**src/rtl/bfc_pkg.sv**
```systemverilog
package bfc_pkg;

  typedef enum logic [1:0] {
    ACT_ADVANCE  = 2'd0,
    ACT_HOLD     = 2'd1,
    ACT_REFETCH  = 2'd2,
    ACT_REDIRECT = 2'd3
  } fetch_act_e;

  localparam logic POLICY_FREEZE = 1'b0;
  localparam logic POLICY_PNT    = 1'b1;

endpackage

```
**src/rtl/bfc_pc_gen.sv**
```systemverilog
module bfc_pc_gen #(
  parameter int AW = 16,
  parameter int STEP = 4,
  parameter logic [AW-1:0] RESET_PC = '0
) (
  input  logic                 clk,
  input  logic                 rst_n,
  input  bfc_pkg::fetch_act_e  act,
  input  logic [AW-1:0]        target,
  output logic [AW-1:0]        fetch_pc,
  output logic                 live,
  output logic [AW-1:0]        nxt_pc
);
  import bfc_pkg::*;

  function automatic logic [AW-1:0] seq_pc(input logic [AW-1:0] p);
    return p + AW'(STEP);
  endfunction

  always_comb begin
    case (act)
      ACT_ADVANCE:  nxt_pc = live ? seq_pc(fetch_pc) : fetch_pc;
      ACT_REDIRECT: nxt_pc = target;
      default:      nxt_pc = fetch_pc;
    endcase
  end

  always_ff @(posedge clk) begin
    if (!rst_n) begin
      fetch_pc <= RESET_PC;
      live     <= 1'b0;
    end else begin
      fetch_pc <= nxt_pc;
      live     <= 1'b1;
    end
  end

endmodule

```
**src/rtl/bfc_ifid_reg.sv**
```systemverilog
module bfc_ifid_reg #(
  parameter int AW = 16,
  parameter int IW = 32
) (
  input  logic                 clk,
  input  logic                 rst_n,
  input  bfc_pkg::fetch_act_e  act,
  input  logic                 live,
  input  logic [AW-1:0]        fetch_pc,
  input  logic [IW-1:0]        rdata,
  output logic [IW-1:0]        instr_q,
  output logic [AW-1:0]        pc_q,
  output logic                 valid_q
);
  import bfc_pkg::*;

  always_ff @(posedge clk) begin
    if (!rst_n) begin
      instr_q <= '0;
      pc_q    <= '0;
      valid_q <= 1'b0;
    end else begin
      case (act)
        ACT_HOLD: begin
          instr_q <= instr_q;
          pc_q    <= pc_q;
          valid_q <= valid_q;
        end
        ACT_ADVANCE: begin
          instr_q <= live ? rdata : '0;
          pc_q    <= live ? fetch_pc : '0;
          valid_q <= live;
        end
        default: begin
          instr_q <= '0;
          pc_q    <= '0;
          valid_q <= 1'b0;
        end
      endcase
    end
  end

endmodule

```
**src/rtl/bfc_penalty_ctr.sv**
```systemverilog
module bfc_penalty_ctr #(
  parameter int CW = 16
) (
  input  logic          clk,
  input  logic          rst_n,
  input  logic          bump,
  output logic [CW-1:0] cnt
);

  always_ff @(posedge clk) begin
    if (!rst_n)    cnt <= '0;
    else if (bump) cnt <= cnt + CW'(1);
  end

endmodule

```
**src/rtl/bfc_fetch_ctrl.sv**
```systemverilog
module bfc_fetch_ctrl #(
  parameter int AW = 16,
  parameter int IW = 32,
  parameter int CW = 16,
  parameter int OPC_W = 7,
  parameter logic [OPC_W-1:0] BR_OPCODE = 7'h63,
  parameter int STEP = 4
) (
  input  logic          clk,
  input  logic          rst_n,
  input  logic          policy_i,
  input  logic          stall_i,
  input  logic          br_resolve_i,
  input  logic          br_taken_i,
  input  logic [AW-1:0] br_target_i,
  output logic [AW-1:0] imem_addr_o,
  input  logic [IW-1:0] imem_rdata_i,
  output logic [IW-1:0] ifid_instr_o,
  output logic [AW-1:0] ifid_pc_o,
  output logic          ifid_valid_o,
  output logic [CW-1:0] penalty_cnt_o
);
  import bfc_pkg::*;

  function automatic logic is_branch_op(input logic [IW-1:0] w);
    return w[OPC_W-1:0] == BR_OPCODE;
  endfunction

  logic [AW-1:0] fetch_pc;
  logic          fetch_live;
  logic          id_branch;
  logic          resolved_w;
  logic          redirect_w;
  logic          unresolved_w;
  logic          hold_w;
  logic          freeze_gap_w;
  logic          bump_w;
  fetch_act_e    act;

  assign id_branch    = ifid_valid_o && is_branch_op(ifid_instr_o);
  assign resolved_w   = id_branch && br_resolve_i;
  assign redirect_w   = resolved_w && br_taken_i;
  assign unresolved_w = id_branch && !br_resolve_i;
  assign hold_w       = stall_i || unresolved_w;
  assign freeze_gap_w = resolved_w && !br_taken_i && !stall_i &&
                        (policy_i == POLICY_FREEZE);
  assign bump_w       = redirect_w || freeze_gap_w;

  always_comb begin
    if (redirect_w)        act = ACT_REDIRECT;
    else if (hold_w)       act = ACT_HOLD;
    else if (freeze_gap_w) act = ACT_REFETCH;
    else                   act = ACT_ADVANCE;
  end

  bfc_pc_gen #(.AW(AW), .STEP(STEP), .RESET_PC('0)) u_pc (
    .clk      (clk),
    .rst_n    (rst_n),
    .act      (act),
    .target   (br_target_i),
    .fetch_pc (fetch_pc),
    .live     (fetch_live),
    .nxt_pc   (imem_addr_o)
  );

  bfc_ifid_reg #(.AW(AW), .IW(IW)) u_ifid (
    .clk      (clk),
    .rst_n    (rst_n),
    .act      (act),
    .live     (fetch_live),
    .fetch_pc (fetch_pc),
    .rdata    (imem_rdata_i),
    .instr_q  (ifid_instr_o),
    .pc_q     (ifid_pc_o),
    .valid_q  (ifid_valid_o)
  );

  bfc_penalty_ctr #(.CW(CW)) u_pen (
    .clk   (clk),
    .rst_n (rst_n),
    .bump  (bump_w),
    .cnt   (penalty_cnt_o)
  );

endmodule

```
**config.mk**
```make
export PLATFORM = sky130hd
export DESIGN_NAME = bfc_fetch_ctrl
export DESIGN_NICKNAME = d
export VERILOG_FILES = /design/src/rtl/bfc_pkg.sv /design/src/rtl/bfc_pc_gen.sv /design/src/rtl/bfc_ifid_reg.sv /design/src/rtl/bfc_penalty_ctr.sv /design/src/rtl/bfc_fetch_ctrl.sv
export SDC_FILE = /design/constraint.sdc
export NUM_CORES = 1
export LEC_CHECK = 0
export ABC_CLOCK_PERIOD_IN_PS = 3100
export BUFFER_PORTS_ARGS = -buffer_cell sky130_fd_sc_hd__buf_2
export CAP_MARGIN = 10
export CORE_ASPECT_RATIO = 0.5
export CORE_MARGIN = 5
export CORE_UTILIZATION = 40
export DETAILED_ROUTE_END_ITERATION = 8
export HOLD_SLACK_MARGIN = 0.08
export PLACE_DENSITY = 0.68
export SLEW_MARGIN = 20
export SYNTH_ARGS = -nofsm -noshare
export SYNTH_HDL_FRONTEND = slang
export SYNTH_SLANG_ARGS = --single-unit
```
**constraint.sdc**
```tcl
create_clock -name clk -period 3.1 [get_ports clk]
set_input_delay 0.62 -clock clk [delete_from_list [all_inputs] [get_ports clk]]
set_output_delay 0.62 -clock clk [all_outputs]
set_load 0.02 [all_outputs]
```
==> results.json <==
{
  "outcome": "completed",
  "clk_latency_ps": 330,
  "min_period_ps": 2810,
  "post_cts_buffers": 0,
  "cap_violations": 0,
  "peakVddDrop_mv": 0.287,
  "vias": 3053,
  "hold_viol": 0,
  "syn_to_final_growth_pct": 32.6,
  "core-area_mm2": 0.00814,
  "wl_um": 9100,
  "p_seq_share_pct": 45.6,
  "power.switching_uw": 518,
  "hold_ws_ps": 471,
  "switching_share_pct": 21.7,
  "fin_ws_ps": 295,
  "synth_area_leader_cell": "dfxtp_1",
  "holdBufCountCts": 0,
  "final_cell_mix": "buf_2, dfxtp_1, a22o_1",
  "clkPwrFrac_pct": 48.1,
  "clk_pin_slew_ps": 60,
  "tightest_slew_ps": 498,
  "relSlewSlack_pct": 66.4,
  "critPathLaunchType": "flop",
  "synth-edff-count": 0,
  "synth.distinct_cells": 52,
  "htreeDepth": 3,
  "report.final.slew_viol_count": 0,
  "final.period_utilization_pct": 90.5,
  "hold_class": "reg2reg",
  "preCtsSetupSlack_ps": 406,
  "io_pins": 135,
  "port_buffers": 134,
  "rows": 23,
  "layout-drive-gt1-share_pct": 34.4,
  "die_h_um": 75.2,
  "clock_path_buffers": 2,
  "placed_area_mm2": 0.00418,
  "start_util_pct": 41.8,
  "cts.sinks": 82,
  "grtUsageTotal_pct": 17.0,
  "synth-seq-cells": 82,
  "grt_max_degree": 44,
  "setup_tns_ps": 0,
  "dp.final_hpwl_um": 6630,
  "drt-pass1-iter-count": 5,
  "path_max_fanout": 9,
  "cts_resized": 0,
  "cpMaxStageDelayCell": "or3_1",
  "max_stage_delay_ps": 580,
  "ys_top_cells_by_area": "dfxtp_1, a22o_1, nand2_1",
  "worstPathArrival_ps": 2190,
  "antenna_found_initial": 0,
  "syn_inst": 347,
  "ant_nets": 0,
  "mostFrequentLayoutCell": "buf_2",
  "fp.dieW_um": 140,
  "grt_overflow": 0,
  "grt_first_pass_wirelength_um": 14400,
  "vias_per_cell": 5.13,
  "yosysTopAreaCellShare_pct": 48.3,
  "dieArea_mm2": 0.0106,
  "gp_congestion": 0.809,
  "cp-end-kind": "output port",
  "path_class": "reg2out",
  "clock.fmax_mhz": 357,
  "skew_ps": 6.38,
  "cts_tree": "built",
  "utilization_pct": 55.4,
  "detail_route.wl_per_cell_um": 15.3,
  "power.internal_mw": 1.87,
  "finalSetupViolCount": 0,
  "cts_root_buffer": "clkbuf_16",
  "final_area_mm2": 0.00451,
  "ys_seq_area_share_pct": 48.3,
  "crit_chain": "nand4b_2, or3_1, nand2_1, mux2i_1, or2_2, buf_2",
  "grt_pass1_vias": 2885,
  "combPwrFrac_pct": 6.3,
  "async_flop_share_pct": 0,
  "leakagePower_nw": 2.15,
  "antenna_cells": 0,
  "nNetsFinal": 535,
  "cp.required_ps": 2480,
  "synthFlopType": "dfxtp_1",
  "powerDensity_mw_per_mm2": 529,
  "syn_nets": 404,
  "syn_area_per_cell_um2": 9.80,
  "nFillCells": 760,
  "drtIter0Drc": 223,
  "synth.cell_area_mm2": 0.00340,
  "cts_inserted_buffers": 9,
  "drc": 0,
  "rsz0062_at_grt": "no",
  "yosysWarnings": 0
}
sequential cells by signal, indices dropped and copies added, names as in the netlist:
signal	flops
u_pc.live	1
u_ifid.valid_q	1
u_ifid.pc_q	16
u_pc.fetch_pc	16
u_ifid.instr_q	32
u_pen.cnt	16
layout make-up:
class | count | area [um^2] | share of cell area (%)
flip-flops and latches | 82 | 1640 | 36.4
clock buffers | 10 | 239 | 5.30
clock inverters | 6 | 88.8 | 1.97
inverters | 5 | 18.8 | 0.416
repair buffers | 142 | 743 | 16.5
multi-input cells | 238 | 1640 | 36.3
well taps | 112 | 140 | 3.11
metrics by stage:
step,power [mW],instances
after floorplan,1.19,347
after global placement,1.26,579
after detailed placement,1.26,579
after CTS,2.41,595
after global routing,2.47,595
final,2.38,595
cell usage after synthesis, types with 6 or more instances:
| master | instances |
|---|---|
| dfxtp_1 | 82 |
| a22o_1 | 47 |
| nand2_1 | 34 |
| and2_1 | 20 |
| o21ai_0 | 13 |
| clkbuf_1 | 12 |
| nand3_1 | 10 |
| nand4_1 | 10 |
| nor2_1 | 10 |
| nor3_1 | 10 |
| buf_2 | 9 |
| a21boi_0 | 8 |
| xor2_1 | 7 |
| nor4_1 | 6 |
routing by layer:
layer | vias up | GRT usage, % | part of all wire, %
met3 | 9 | 6.54 | 6.9
met5 | - | 0 | 0
li1 | 1558 | - | -
met4 | 0 | 4.94 | 0.96
met2 | 82 | 29.3 | 48
met1 | 1404 | 20.3 | 44
power by group through the flow:
stage / Sequential, mW / Clock, mW / Combinational [mW]
finish: 1.09 / 1.15 / 0.150
global route: 1.09 / 1.22 / 0.162
CTS: 1.09 / 1.18 / 0.151
detailed placement: 1.11 / 0 / 0.150
global placement: 1.11 / 0 / 0.151
floorplan: 1.13 / 0 / 0.0592
worst max-delay path, delay by kind of cell, from the launching register on:
| family | cells | cell delay, ps |
|---|---|---|
| AND/OR/NAND/NOR | 4 | 1210 |
| flip-flops | 1 | 410 |
| buffers and inverters | 1 | 160 |
| multiplexers | 1 | 80 |
logic make-up (layout without fill, tap and decap cells):
| kind of cell | Yosys count | count (layout) | synth area share, % |
|---|---|---|---|
| and+or+nand+nor | 128 | 128 | 21.7 |
| buffers and inverters | 27 | 163 | 3.53 |
| muxes | 2 | 2 | 0.589 |
| AOI/OAI and AO/OA | 96 | 96 | 22.5 |
| DFF | 82 | 82 | 48.3 |
| adders and majority gates | 3 | 3 | 1.10 |
| xor gates and xnor gates | 9 | 9 | 2.32 |
worst paths after layout:
check / start / endpoint / slack [ps] / depth (start not counted)
worst max-delay path: u_ifid.valid_q / imem_addr_o[13] / 290 / 6
worst min-delay path: u_pen.cnt[15] / u_pen.cnt[15] / 470 / 2
worst max register to register: u_ifid.valid_q / u_ifid.instr_q[15] / 1100 / 5
worst min register to register: u_pen.cnt[15] / u_pen.cnt[15] / 470 / 2
(Power assumes the default switching activity.)
